<file path="src/rtl/carveout_guard.sv">
module carveout_guard #(
  parameter int ADDR_W = 40,
  parameter int SIZE_W = 12
) (
  input  logic              clk,
  input  logic              rst_n,
  input  logic              reg_we,
  input  logic [3:0]        reg_addr,
  input  logic [31:0]       reg_wdata,
  output logic [31:0]       reg_rdata,
  input  logic              req_valid,
  input  logic [ADDR_W-1:0] req_addr,
  input  logic              req_write,
  input  logic              req_secure,
  input  logic              req_cpu,
  output logic              fwd_valid,
  output logic [ADDR_W-1:0] fwd_addr,
  output logic              fwd_write,
  output logic              blk_rd_err,
  output logic              blk_wr_drop,
  output logic              irq
);
  localparam int CW = 66;
  localparam int MB_SHIFT = 20;

  logic [31:0]       sec_base_q;
  logic [SIZE_W-1:0] sec_size_q;
  logic [31:0]       vid_lo_q, vid_hi_q;
  logic [SIZE_W-1:0] vid_size_q;
  logic [1:0]        stat_q;
  logic [63:0]       fault_q;

  logic [CW-1:0] a_ext, sec_lo, sec_end, vid_lo, vid_end;
  logic sec_hit, vid_hit, sec_deny, vid_deny, deny;
  logic [1:0] clr;

  assign a_ext   = CW'(req_addr);
  assign sec_lo  = CW'(sec_base_q);
  assign sec_end = sec_lo + (CW'(sec_size_q) << MB_SHIFT);
  assign vid_lo  = CW'({vid_hi_q, vid_lo_q});
  assign vid_end = vid_lo + (CW'(vid_size_q) << MB_SHIFT);

  assign sec_hit = (sec_size_q != '0) && (a_ext >= sec_lo) && (a_ext < sec_end);
  assign vid_hit = (vid_size_q != '0) && (a_ext >= vid_lo) && (a_ext < vid_end);

  assign sec_deny = req_valid && sec_hit && !req_secure;
  assign vid_deny = req_valid && vid_hit && req_cpu;
  assign deny     = sec_deny || vid_deny;

  assign clr = (reg_we && reg_addr == 4'd5) ? reg_wdata[1:0] : 2'b00;

  always_ff @(posedge clk) begin
    if (!rst_n) begin
      sec_base_q <= '0;
      sec_size_q <= '0;
      vid_lo_q   <= '0;
      vid_hi_q   <= '0;
      vid_size_q <= '0;
    end else if (reg_we) begin
      case (reg_addr)
        4'd0: sec_base_q <= reg_wdata;
        4'd1: sec_size_q <= reg_wdata[SIZE_W-1:0];
        4'd2: vid_lo_q   <= reg_wdata;
        4'd3: vid_hi_q   <= reg_wdata;
        4'd4: vid_size_q <= reg_wdata[SIZE_W-1:0];
        default: ;
      endcase
    end
  end

  always_ff @(posedge clk) begin
    if (!rst_n) begin
      stat_q  <= '0;
      fault_q <= '0;
    end else begin
      stat_q <= (stat_q & ~clr) | {vid_deny, sec_deny};
      if (deny) fault_q <= 64'(req_addr);
    end
  end

  always_ff @(posedge clk) begin
    if (!rst_n) begin
      fwd_valid   <= 1'b0;
      fwd_addr    <= '0;
      fwd_write   <= 1'b0;
      blk_rd_err  <= 1'b0;
      blk_wr_drop <= 1'b0;
    end else begin
      fwd_valid   <= req_valid && !deny;
      blk_rd_err  <= deny && !req_write;
      blk_wr_drop <= deny && req_write;
      if (req_valid && !deny) begin
        fwd_addr  <= req_addr;
        fwd_write <= req_write;
      end
    end
  end

  always_comb begin
    case (reg_addr)
      4'd0:    reg_rdata = sec_base_q;
      4'd1:    reg_rdata = 32'(sec_size_q);
      4'd2:    reg_rdata = vid_lo_q;
      4'd3:    reg_rdata = vid_hi_q;
      4'd4:    reg_rdata = 32'(vid_size_q);
      4'd5:    reg_rdata = {30'b0, stat_q};
      4'd6:    reg_rdata = fault_q[31:0];
      4'd7:    reg_rdata = fault_q[63:32];
      default: reg_rdata = '0;
    endcase
  end

  assign irq = |stat_q;
endmodule

</file>
<file path="config.mk">
export PLATFORM = sky130hd
export DESIGN_NAME = carveout_guard
export DESIGN_NICKNAME = d
export VERILOG_FILES = /design/src/rtl/carveout_guard.sv
export SDC_FILE = /design/constraint.sdc
export NUM_CORES = 1
export LEC_CHECK = 0
export BUFFER_PORTS_ARGS = -buffer_cell sky130_fd_sc_hd__buf_2
export CAP_MARGIN = 40
export CORE_MARGIN = 4
export CORE_UTILIZATION = 54
export CTS_CLUSTER_SIZE = 16
export DETAILED_ROUTE_END_ITERATION = 12
export GPL_TIMING_DRIVEN = 0
export PLACE_DENSITY_LB_ADDON = 0.3
export SYNTH_ARGS = -nofsm -noshare
export SYNTH_HDL_FRONTEND = slang
export SYNTH_SLANG_ARGS = --single-unit
</file>
<file path="constraint.sdc">
create_clock -name clk -period 4.9 [get_ports clk]
set_clock_uncertainty 0.2 [all_clocks]
set_input_delay 0 -clock clk [delete_from_list [all_inputs] [get_ports clk]]
set_output_delay 0 -clock clk [all_outputs]
set_load 0.01 [all_outputs]
</file>
======== Yosys cells after proc, flatten, opt, wreduce, memory -nomap -nowiden ========
Cells that the tools add are included.
operators by class
  $add $sub $neg .......................... 2
  order comparisons ....................... 4
  equal/unequal tests ..................... 7
  multiplexer cells ....................... 2
  bitwise gates (word level) .............. 3
  reductions and logical operators ........ 25
operators with widths
  kind                count
  $pmux 32 s8         1
  $add 64x32->65      1
  $lt 40x65->1        1
  $ge 40x64->1        1
  $ge 40x32->1        1
  $lt 40x33->1        1
  $add 32x32->33      1
  $reduce_bool 12->1  2
  $eq 4x3->1 const B  4
  $logic_and 1x1->1   12
  $reduce_and 2->1    5
  $eq 4x2->1 const B  2
  $eq 4x1->1 const B  1
  $logic_not 4->1     1
  $logic_not 1->1     3
  $and 2x2->2         1
  $mux 2              1
  $not 2->2           1
  $or 2x2->2          1
  $reduce_or 2->1     1
  $logic_or 1x1->1    1
word-level totals
  flip-flop bits (word level) ............. 206
  output and inout port bits .............. 77

======== Longest topological paths before layout ========
Gate-level depths: netlist of run 1.
  depth after elaboration ................. 8
  mapped depth ............................ 23

======== Worst setup path before layout of run 1 ========
No wires, ideal clock.
  path kind ............................... register to register
  start point ............................. reg vid_lo_q[20]
  end point ............................... reg fwd_addr[10]
  arrival ................................. 4497 ps
  required time ........................... 4628 ps
  path slack .............................. 131 ps
  cell stages (with the launch flop) ...... 21
  clock period less this slack ............ 4769 ps
  cell sequence ........................... dfxtp_1 > ha_1 > inv_1 > fa_1 > nor2b_1 > o2111ai_2 > a211oi_1 > or2_2 > and3_1 > xnor2_1 > ha_1 > o211ai_1 > o21ai_0 > o21ai_0 > o21ai_0 > or4b_1 > nor4_2 > a41oi_2 > a21oi_4 > buf_12 > mux2i_1
between the ends
  longest elaborated chain between the ends .. 8
  elaborated cells between the ends (all ways) .. 10
  those cells by class .................... 1 x add/sub; 2 x order compare; 7 x reduce/logical
RTL lines
  element                                            line    text
  start, declared                                    28      logic [31:0] vid_lo_q, vid_hi_q;
  start signal, assigned                             63      4'd2: vid_lo_q <= reg_wdata;
  $add 64x32->65 or $ge 40x64->1 (tied branches)     41, 44
  $lt 40x65->1 or $logic_and 1x1->1 (tied branches)  44      assign vid_hit = (vid_size_q != '0) && (a_ext >= vid_lo) && (a_ext < vid_end);
  $logic_and 1x1->1 *                                44
  $logic_and 1x1->1 * (2 in a row)                   47      assign vid_deny = req_valid && vid_hit && req_cpu;
  $logic_or 1x1->1 *                                 48      assign deny = sec_deny || vid_deny;
  $logic_not 1->1 *                                  92      if (req_valid && !deny) begin
  $logic_and 1x1->1 *                                92
  end signal, assigned                               93      fwd_addr <= req_addr;
  end, declared                                      17      output logic [ADDR_W-1:0] fwd_addr,
Mark *: on every way between the ends. The rest lies on a longest branch, timed or not.
A chain may end at the register's enable or synchronous reset.

======== Worst setup path after layout of run 1 ========
  start point ............................. reg vid_size_q[2]
  end point ............................... reg fwd_addr[36]
between the ends
  longest elaborated chain between the ends .. 8
  elaborated cells between the ends (all ways) .. 10
  those cells by class .................... 1 x add/sub; 1 x order compare; 8 x reduce/logical
RTL lines
  element                                               line    text
  start, declared                                       29      logic [SIZE_W-1:0] vid_size_q;
  start signal, assigned                                65      4'd4: vid_size_q <= reg_wdata[SIZE_W-1:0];
  $add 64x32->65 or $reduce_bool 12->1 (tied branches)  41, 44
  $lt 40x65->1 or $logic_and 1x1->1 (tied branches)     44
  $logic_and 1x1->1 *                                   44
  $logic_and 1x1->1 * (2 in a row)                      47
  $logic_or 1x1->1 *                                    48
  $logic_not 1->1 *                                     92
  $logic_and 1x1->1 *                                   92
Marks and branches as above.

==> results.rst, run 1 <==
.. list-table::
   :header-rows: 1

   * - Metric
     - Value
   * - RSZ-0062 raised after global routing
     - yes
   * - Part of the Yosys area used for sequential elements
     - 29.40%
   * - Number of standard cells in the final layout excluding fillers
     - 2427
   * - Worst reg-to-reg path cell count
     - 19
   * - Req. time, crit path
     - 5140 ps
   * - Leading cell types in the layout, fill and taps excluded
     - 436 x sky130_fd_sc_hd__nand2_1, 190 x sky130_fd_sc_hd__dfxtp_1, 171 x sky130_fd_sc_hd__buf_2
   * - Gr usage total
     - 38.46%
   * - Area occupied by multi-input gates
     - 9388 µm²
   * - Cell Area, Synth
     - 14020 µm²
   * - Part of the total power dissipated in sequential elements
     - 40.6%
   * - RR Endpoint
     - fwd_addr[36]$_SDFFE_PN0P_
   * - Async S/R FF share, synth
     - 0%
   * - Worst-path fanout max
     - 8
   * - Source-to-sink clock delay at the later pin of the worst-skew pair
     - 520 ps
   * - # clock sinks
     - 206
   * - Final hold viol count
     - 0
   * - Clock-pin transition on the worst setup and hold timing paths
     - 60 ps
   * - Final worst slack
     - -118.7 ps
   * - Internal power
     - 3.142 mW
   * - Maximum achievable frequency
     - 0.1993 GHz
   * - Most common flop cell mapped by yosys
     - sky130_fd_sc_hd__dfxtp_1
   * - Fin crit share
     - 102.4%
   * - Pwr/cell area
     - 241.2 nW/µm²
   * - DRT antenna net count
     - 0
   * - Final number of setup-violating endpoints
     - 74
   * - Total Die Area
     - 28610 µm²
   * - Port buffer count
     - 158
   * - Vert. Die Dim
     - 169.2 µm
   * - Post-synthesis cell type count
     - 83
   * - Slew at the pin closest to its max-slew limit
     - 879.3 ps
   * - Comb pwr share
     - 15.2%
   * - Most area-consuming cells after synthesis
     - sky130_fd_sc_hd__dfxtp_1 29%, sky130_fd_sc_hd__nand2_1 12%, sky130_fd_sc_hd__ha_1 12%
   * - Diode insertion count for antenna repair
     - 0
   * - Initial core utilization
     - 55.22%
   * - Routed via count divided by cell count
     - 6.431
   * - Clock network fraction of design power
     - 44.2%
   * - First-pass DRT Iterations
     - 6
   * - Post-layout utilization of the core
     - 70.18%
   * - # nets final
     - 2297
   * - Overflow left after global routing
     - 0
   * - Final total power
     - 4.300 mW
   * - Routed via count
     - 15609
   * - Crit path launch type
     - flip-flop
   * - CP arrival
     - 5260 ps
   * - Worst relative slew slack
     - 40.76%
   * - Share of Yosys cell area claimed by the top area cell type
     - 29.40%
   * - Sw power
     - 1.158 mW
   * - Worst setup path class
     - reg2reg
   * - Number of violations of the max-capacitance limit
     - 0
   * - Cell taking the most area after synthesis
     - sky130_fd_sc_hd__dfxtp_1
   * - Hold endpoint
     - fwd_addr[12]$_SDFFE_PN0P_
   * - Number of storage elements in the synthesis netlist
     - 206
   * - Largest net degree at the start of global routing
     - 15
   * - Global-route wire length before repair
     - 85440 µm
   * - Yosys warning count
     - 0
   * - Worst path most repeated cell
     - sky130_fd_sc_hd__o21ai_2
   * - Net switching fraction of the power
     - 26.93%
   * - Min Tclk post-route
     - 5019 ps
   * - Initial antenna violation count
     - 0
   * - Cell-by-cell listing of the critical path
     - ha_2 > o211ai_1 > o21ai_2 > a21o_1 > a21o_1 > nor4b_4 > xnor2_1 > ha_1 > o211ai_1 > o21ai_1 > o21ai_2 > o21ai_2 > or4b_4 > nor4_4 > a41oi_4 > a21oi_4 > buf_12 > buf_12 > mux2i_2
   * - Master cell of the clock root buffer
     - sky130_fd_sc_hd__clkbuf_16
   * - Largest incremental delay on the critical path
     - 490 ps
   * - Number of max-slew violations in the final report
     - 0
   * - Post-route cell area
     - 17830 µm²
   * - Count of fill cells added during filler insertion
     - 2063
   * - Violated checks
     - setup timing
   * - Kind of end point of the critical path
     - flip-flop
   * - TritonCTS clock tree
     - done
   * - Inserted Clock Buffers
     - 23
   * - Hold Path Origin
     - rst_n
   * - Final wirelength
     - 59210 µm
   * - Number of enable flip-flop cells after synthesis
     - 0
   * - Half-perimeter wire length after detailed placement
     - 43670 µm
   * - Critical path's slowest cell
     - sky130_fd_sc_hd__dfxtp_1
   * - Gp weighted congestion
     - 1.064
   * - Result of the run
     - finished with violations
   * - Buffer levels on the longest clock path
     - 3
   * - First-iteration detailed-routing DRC count
     - 1955
   * - Area Overhead vs Synth
     - 27.10%
   * - Post-Synthesis Cells
     - 1769
   * - Maximum vdd ir drop
     - 0.3488 mV
   * - Static power due to leakage
     - 6.926 nW
   * - Total number of H-tree levels
     - 1
   * - Worst R2R Setup Slack
     - -120 ps
   * - Sequential cell area in the final layout
     - 4159 µm²
   * - Net count after synthesis
     - 1983
   * - Floorplan Core Area
     - 25400 µm²
   * - Min-Delay Path Depth
     - 4
   * - Cell area after placement
     - 15240 µm²
   * - Source of the worst register-to-register timing path
     - vid_size_q[2]$_SDFFE_PN0P_
   * - Critical path startpoint
     - vid_size_q[2]$_SDFFE_PN0P_
   * - Class of the tightest hold or removal check
     - in2reg
   * - Mean Syn Cell Area
     - 7.928 µm²
   * - Cell count after placement
     - 2260
   * - Width of the die
     - 169.2 µm
   * - Via count of the first global-routing pass
     - 14797
   * - Count of pins on the block boundary
     - 160
   * - Setup TNS
     - -3078 ps
   * - Commonest non-fill, non-tap cell in the layout
     - sky130_fd_sc_hd__nand2_1
   * - Number of placement rows
     - 58
   * - Fraction of layout instances using a drive strength above 1
     - 17.69%
   * - WL/cell
     - 24.40 µm
   * - Number of DRC violations after detailed routing
     - 0
## critical path: cells and delay by family, from the launching register on
family / cells / cell delay, ps
adder cells (fa/ha/maj): 2 / 700
multiplexers: 1 / 230
AND/OR/NAND/NOR: 3 / 1020
AO/OA/AOI/OAI: 10 / 1800
buffers and inverters: 2 / 350
flip-flops: 1 / 490
XOR/XNOR: 1 / 130
## per-stage QoR
step	worst slack, ps	hold slack, ps
6_report	-118.7	41.30
5_1_grt	-218.5	72.21
4_1_cts	0.1750	11.34
3_5_place_dp	-1511	2.283
3_3_place_gp	-1514	-5.506
2_1_floorplan	131.5	-123.9
## per-layer routing
layer  vias up  GRT usage [%]  part of all wire [%]  wire length, µm
met2      1108          61.02                    44            26150
met1      7319          47.85                    37            22130
li1       6919              -                     -                -
met5         -              0                     0                0
met4         0          18.13                   5.6             3342
met3       263          12.00                    13             7579
## power by group through the flow
stage	clock (mW)	combinational, mW	sequential (mW)
CTS	1.89	0.600	1.74
detailed placement	0	0.533	1.78
finish	1.90	0.655	1.74
global placement	0	0.523	1.78
floorplan	0	0.299	1.78
global route	1.96	0.697	1.75
## sequential cells by signal, summed over array words and instances (netlist names)
| register | count |
|---|---|
| sec_base_q | 32 |
| vid_lo_q | 32 |
| stat_q | 2 |
| fwd_valid | 1 |
| vid_size_q | 12 |
| vid_hi_q | 32 |
| blk_wr_drop | 1 |
| blk_rd_err | 1 |
| fault_q | 40 |
| fwd_write | 1 |
| fwd_addr | 40 |
| sec_size_q | 12 |
## worst max path at each step
stage,slack (ps),to
after floorplan,130,fwd_addr[10]$_SDFFE_PN0P_
after global placement,-1510,fault_q[33]$_SDFFE_PN0P_
after detailed placement,-1510,fwd_addr[11]$_SDFFE_PN0P_
after CTS,0.2,fwd_addr[11]$_SDFFE_PN0P_
after global routing,-220,fault_q[25]$_SDFFE_PN0P_
final,-120,fwd_addr[36]$_SDFFE_PN0P_
## synthesized netlist by cell type (4+ instances only)
cell type                     n
sky130_fd_sc_hd__or2_2        6
sky130_fd_sc_hd__nand3_1     42
sky130_fd_sc_hd__o21a_1      13
sky130_fd_sc_hd__a31oi_1      6
sky130_fd_sc_hd__a211oi_1    15
sky130_fd_sc_hd__dfxtp_1    206
sky130_fd_sc_hd__nand2b_1    11
sky130_fd_sc_hd__buf_2       15
sky130_fd_sc_hd__or4_1        7
sky130_fd_sc_hd__and3_1      16
sky130_fd_sc_hd__nand2_1    436
sky130_fd_sc_hd__o21ai_0     38
sky130_fd_sc_hd__a21o_1      21
sky130_fd_sc_hd__a21boi_0   124
sky130_fd_sc_hd__a2111oi_0    7
sky130_fd_sc_hd__or3_1        6
sky130_fd_sc_hd__and4_1       4
sky130_fd_sc_hd__nor2_1      47
sky130_fd_sc_hd__inv_1       90
sky130_fd_sc_hd__and2_1       8
sky130_fd_sc_hd__o2111ai_1    7
sky130_fd_sc_hd__ha_1       129
sky130_fd_sc_hd__clkbuf_1    77
sky130_fd_sc_hd__mux2i_1     83
sky130_fd_sc_hd__o41ai_1      4
sky130_fd_sc_hd__a32oi_1      4
sky130_fd_sc_hd__buf_4        5
sky130_fd_sc_hd__xnor2_1     19
sky130_fd_sc_hd__a22oi_1     73
sky130_fd_sc_hd__nor3_1      19
sky130_fd_sc_hd__a21oi_1     47
sky130_fd_sc_hd__nor4b_1      6
sky130_fd_sc_hd__buf_6        4
sky130_fd_sc_hd__o211ai_1    13
sky130_fd_sc_hd__nor2b_1      9
sky130_fd_sc_hd__nor4_1      22
sky130_fd_sc_hd__xor2_1      13
sky130_fd_sc_hd__nor3b_1      4
sky130_fd_sc_hd__buf_12       4
sky130_fd_sc_hd__a211o_1      6
sky130_fd_sc_hd__nand4_1     38
sky130_fd_sc_hd__o21bai_1     5
## timing repair
item,4_1_cts,5_1_grt
hold endpoints to repair,205,0
endpoints found under the setup margin,86,84
hold buffers,83,0
cloned,0,6
resized for setup,59,67
buffers inserted,15,23
pin swaps,15,40
## cells by family (layout without fill, tap and decap cells)
| family | count (synthesis) | in the layout | synth area share (%) |
|---|---|---|---|
| AND/OR/NAND/NOR | 696 | 696 | 22.56 |
| AO/OA/AOI/OAI | 420 | 420 | 21.88 |
| flip-flops | 206 | 206 | 29.40 |
| buffers and inverters | 199 | 527 | 6.272 |
| adder cells (fa/ha/maj) | 131 | 131 | 11.79 |
| multiplexers | 85 | 85 | 6.084 |
| XOR/XNOR | 32 | 32 | 1.998 |
## layout make-up
type	count	share of cell area, %
plain buffers	107	3.362
clock buffers	28	3.446
clock inverters	11	1.102
inverters	91	1.916
multi-input cells	1364	52.66
flip-flops and latches	206	23.33
well taps	330	2.316
repair buffers	290	11.86
Note: power is estimated with default switching activity, not from simulation.
==> run 2: changes to the inputs <==
- CORE_UTILIZATION: 54 -> 55
- clock period: 4.9 -> 5.23 ns (I/O delays scaled with it)
==> run 2 against run 1 <==
The run now ends clean. Global-route usage up 0.20 points. Count of clock-buffer cells in the layout up 1. Critical path depth up 5. Die area down 1.7%. Utilization down 1.1 points. Flip-flop and latch count unchanged. Register-to-register slack better by 280 ps. Combinational power down 11%. Worst hold slack better by 2.9 ps. Sequential share of layout area up 0.51 points.
==> results.rst, run 2 (synthesis gave the netlist of run 1 again) <==
.. list-table::
   :header-rows: 1

   * - Metric
     - Value
   * - Clock-pin transition on the worst setup and hold timing paths
     - 60 ps (about the same)
   * - Final number of setup-violating endpoints
     - 0 (-100%)
   * - Area Overhead vs Synth
     - 23.65%
   * - Number of standard cells in the final layout excluding fillers
     - 2404 (-0.95%)
   * - Req. time, crit path
     - 5490 ps (+350 ps)
   * - WL/cell
     - 23.90 µm (-2.0%)
   * - TritonCTS clock tree
     - done
   * - Width of the die
     - 167.7 µm (-0.87%)
   * - Worst-path fanout max
     - 10 (+2)
   * - Min Tclk post-route
     - 5065 ps (+45.87 ps)
   * - Pwr/cell area
     - 235.3 nW/µm² (-2.5%)
   * - Critical path startpoint
     - sec_size_q[0]$_SDFFE_PN0P_
   * - Gp weighted congestion
     - 1.022 (-3.9%)
   * - Result of the run
     - finished, final reports clean
   * - Source of the worst register-to-register timing path
     - sec_size_q[0]$_SDFFE_PN0P_
   * - Master cell of the clock root buffer
     - sky130_fd_sc_hd__clkbuf_16
   * - # clock sinks
     - 206 (unchanged)
   * - Fraction of layout instances using a drive strength above 1
     - 14.90% (-2.8 points)
   * - Initial antenna violation count
     - 1 (+1)
   * - Min-Delay Path Depth
     - 4 (unchanged)
   * - Number of max-slew violations in the final report
     - 0 (unchanged)
   * - Class of the tightest hold or removal check
     - in2reg
   * - Kind of end point of the critical path
     - flip-flop
   * - Leading cell types in the layout, fill and taps excluded
     - 436 x sky130_fd_sc_hd__nand2_1, 200 x sky130_fd_sc_hd__dfxtp_1, 172 x sky130_fd_sc_hd__buf_2
   * - First-iteration detailed-routing DRC count
     - 2013 (+3.0%)
   * - Buffer levels on the longest clock path
     - 3 (unchanged)
   * - Commonest non-fill, non-tap cell in the layout
     - sky130_fd_sc_hd__nand2_1
   * - Worst setup path class
     - reg2reg
   * - Routed via count divided by cell count
     - 6.383 (-0.75%)
   * - Global-route wire length before repair
     - 85480 µm (about the same)
   * - Static power due to leakage
     - 6.726 nW (-2.9%)
   * - Count of pins on the block boundary
     - 160 (unchanged)
   * - Number of placement rows
     - 58 (unchanged)
   * - Final hold viol count
     - 0 (unchanged)
   * - Gr usage total
     - 38.66% (+0.20 points)
   * - Final wirelength
     - 57450 µm (-3.0%)
   * - Port buffer count
     - 158 (unchanged)
   * - RR Endpoint
     - fault_q[15]$_SDFFE_PN0P_
   * - Fin crit share
     - 96.84% (-5.6 points)
   * - Number of DRC violations after detailed routing
     - 0 (unchanged)
   * - Source-to-sink clock delay at the later pin of the worst-skew pair
     - 550 ps (+30 ps)
   * - Floorplan Core Area
     - 25110 µm² (-1.1%)
   * - Worst reg-to-reg path cell count
     - 24 (+5)
   * - Worst relative slew slack
     - 32.49% (-8.3 points)
   * - Cell count after placement
     - 2260 (unchanged)
   * - Initial core utilization
     - 55.86% (+0.64 points)
   * - DRT antenna net count
     - 0 (unchanged)
   * - Number of violations of the max-capacitance limit
     - 0 (unchanged)
   * - # nets final
     - 2271 (-1.1%)
   * - Largest net degree at the start of global routing
     - 15 (unchanged)
   * - First-pass DRT Iterations
     - 6 (unchanged)
   * - Maximum achievable frequency
     - 0.1975 GHz (-0.91%)
   * - Worst R2R Setup Slack
     - 170 ps (+280 ps)
   * - Routed via count
     - 15345 (-1.7%)
   * - Count of fill cells added during filler insertion
     - 2085 (+1.1%)
   * - Diode insertion count for antenna repair
     - 0 (unchanged)
   * - Inserted Clock Buffers
     - 23 (unchanged)
   * - Total number of H-tree levels
     - 1 (unchanged)
   * - Slew at the pin closest to its max-slew limit
     - 1005 ps (+125.6 ps)
   * - Half-perimeter wire length after detailed placement
     - 43330 µm (-0.77%)
   * - Vert. Die Dim
     - 167.7 µm (-0.87%)
   * - Crit path launch type
     - flip-flop
   * - Hold Path Origin
     - rst_n
   * - Via count of the first global-routing pass
     - 14864 (+0.45%)
   * - Largest registers ranked by flip-flop count
     - fault_q (40), fwd_addr (40)
   * - Total Die Area
     - 28120 µm² (-1.7%)
   * - End point of the critical path
     - fault_q[15]$_SDFFE_PN0P_
   * - Overflow left after global routing
     - 0 (unchanged)
   * - CP arrival
     - 5320 ps (+60 ps)
   * - Maximum vdd ir drop
     - 0.2209 mV (-37%)
   * - Setup TNS
     - 0 ps (+3078 ps)
run 2: worst min path at each step:
stage,end
after floorplan,blk_rd_err$_SDFF_PN0_
after global placement,blk_rd_err$_SDFF_PN0_
after detailed placement,blk_rd_err$_SDFF_PN0_
after CTS,fwd_addr[7]$_SDFFE_PN0P_
after global routing,vid_lo_q[0]$_SDFFE_PN0P_
final,fwd_addr[3]$_SDFFE_PN0P_
run 2: layout make-up:
class | count | area [µm²] | area share [%]
inverters | 91 | 341.6 | 1.970
clock buffers | 29 | 648.1 | 3.737
multi-input cells | 1365 | 9236 | 53.26
repair buffers | 262 | 1797 | 10.36
clock inverters | 13 | 220.2 | 1.270
flip-flops and latches | 206 | 4134 | 23.84
well taps | 330 | 412.9 | 2.381
plain buffers | 108 | 551.8 | 3.182
run 2: repair_timing:
| item | CTS | global route |
|---|---|---|
| endpoints found under the hold margin | 206 | 0 |
| endpoints found under the setup margin | 85 | 84 |
| gates resized for setup | 26 | 32 |
| buffers inserted | 4 | 14 |
| hold buffers | 83 | 0 |
| pin swaps | 5 | 11 |
| gates cloned | 0 | 1 |
run 2: critical path, stage by stage (launching register included):
cell	delay, ps
sky130_fd_sc_hd__dfxtp_2	400
sky130_fd_sc_hd__ha_1	190
sky130_fd_sc_hd__inv_1	50
sky130_fd_sc_hd__fa_1	400
sky130_fd_sc_hd__nor2b_1	130
sky130_fd_sc_hd__o21ai_1	90
sky130_fd_sc_hd__a21oi_1	180
sky130_fd_sc_hd__o21ai_1	100
sky130_fd_sc_hd__a21oi_1	200
sky130_fd_sc_hd__o21a_1	160
sky130_fd_sc_hd__o21ai_1	90
sky130_fd_sc_hd__nor4bb_1	150
sky130_fd_sc_hd__a2111oi_2	250
sky130_fd_sc_hd__ha_1	310
sky130_fd_sc_hd__nand2_1	70
sky130_fd_sc_hd__o21ai_0	130
sky130_fd_sc_hd__a211o_1	310
sky130_fd_sc_hd__a21oi_1	150
sky130_fd_sc_hd__a31o_2	210
sky130_fd_sc_hd__o2111ai_4	170
sky130_fd_sc_hd__and2_4	240
sky130_fd_sc_hd__a32oi_4	180
sky130_fd_sc_hd__buf_12	170
sky130_fd_sc_hd__buf_6	190
sky130_fd_sc_hd__mux2i_2	260
run 2: routing by layer:
| metal | part of all wire [%] | wire, µm | GRT usage [%] | up-vias |
|---|---|---|---|---|
| met5 | 0 | 0 | 0 | - |
| met4 | 5.3 | 3038 | 17.08 | 0 |
| met3 | 11 | 6056 | 7.342 | 238 |
| met2 | 45 | 25620 | 62.27 | 1003 |
| met1 | 40 | 22740 | 50.62 | 7225 |
| li1 | - | - | - | 6879 |
run 2: where the power goes:
part	internal, mW	leakage [nW]	total (mW)	switching [mW]
Sequential	1.61	1.67	1.64	0.0296
Combinational	0.240	4.63	0.584	0.344
Clock	1.14	0.418	1.86	0.724
run 2: metrics by stage:
stage	hold slack (ps)	cell area, µm²	util, %	setup WS [ps]	total power [mW]
detailed placement	-2.204	15240	60.71	-1184	2.165
floorplan	-123.9	14020	-	461.5	1.950
CTS	18.56	17110	68.13	14.88	4.045
global placement	-9.241	15230	60.65	-1234	2.152
finish	44.23	17340	69.07	165.4	4.080
global route	95.11	17340	69.07	-14.93	4.194
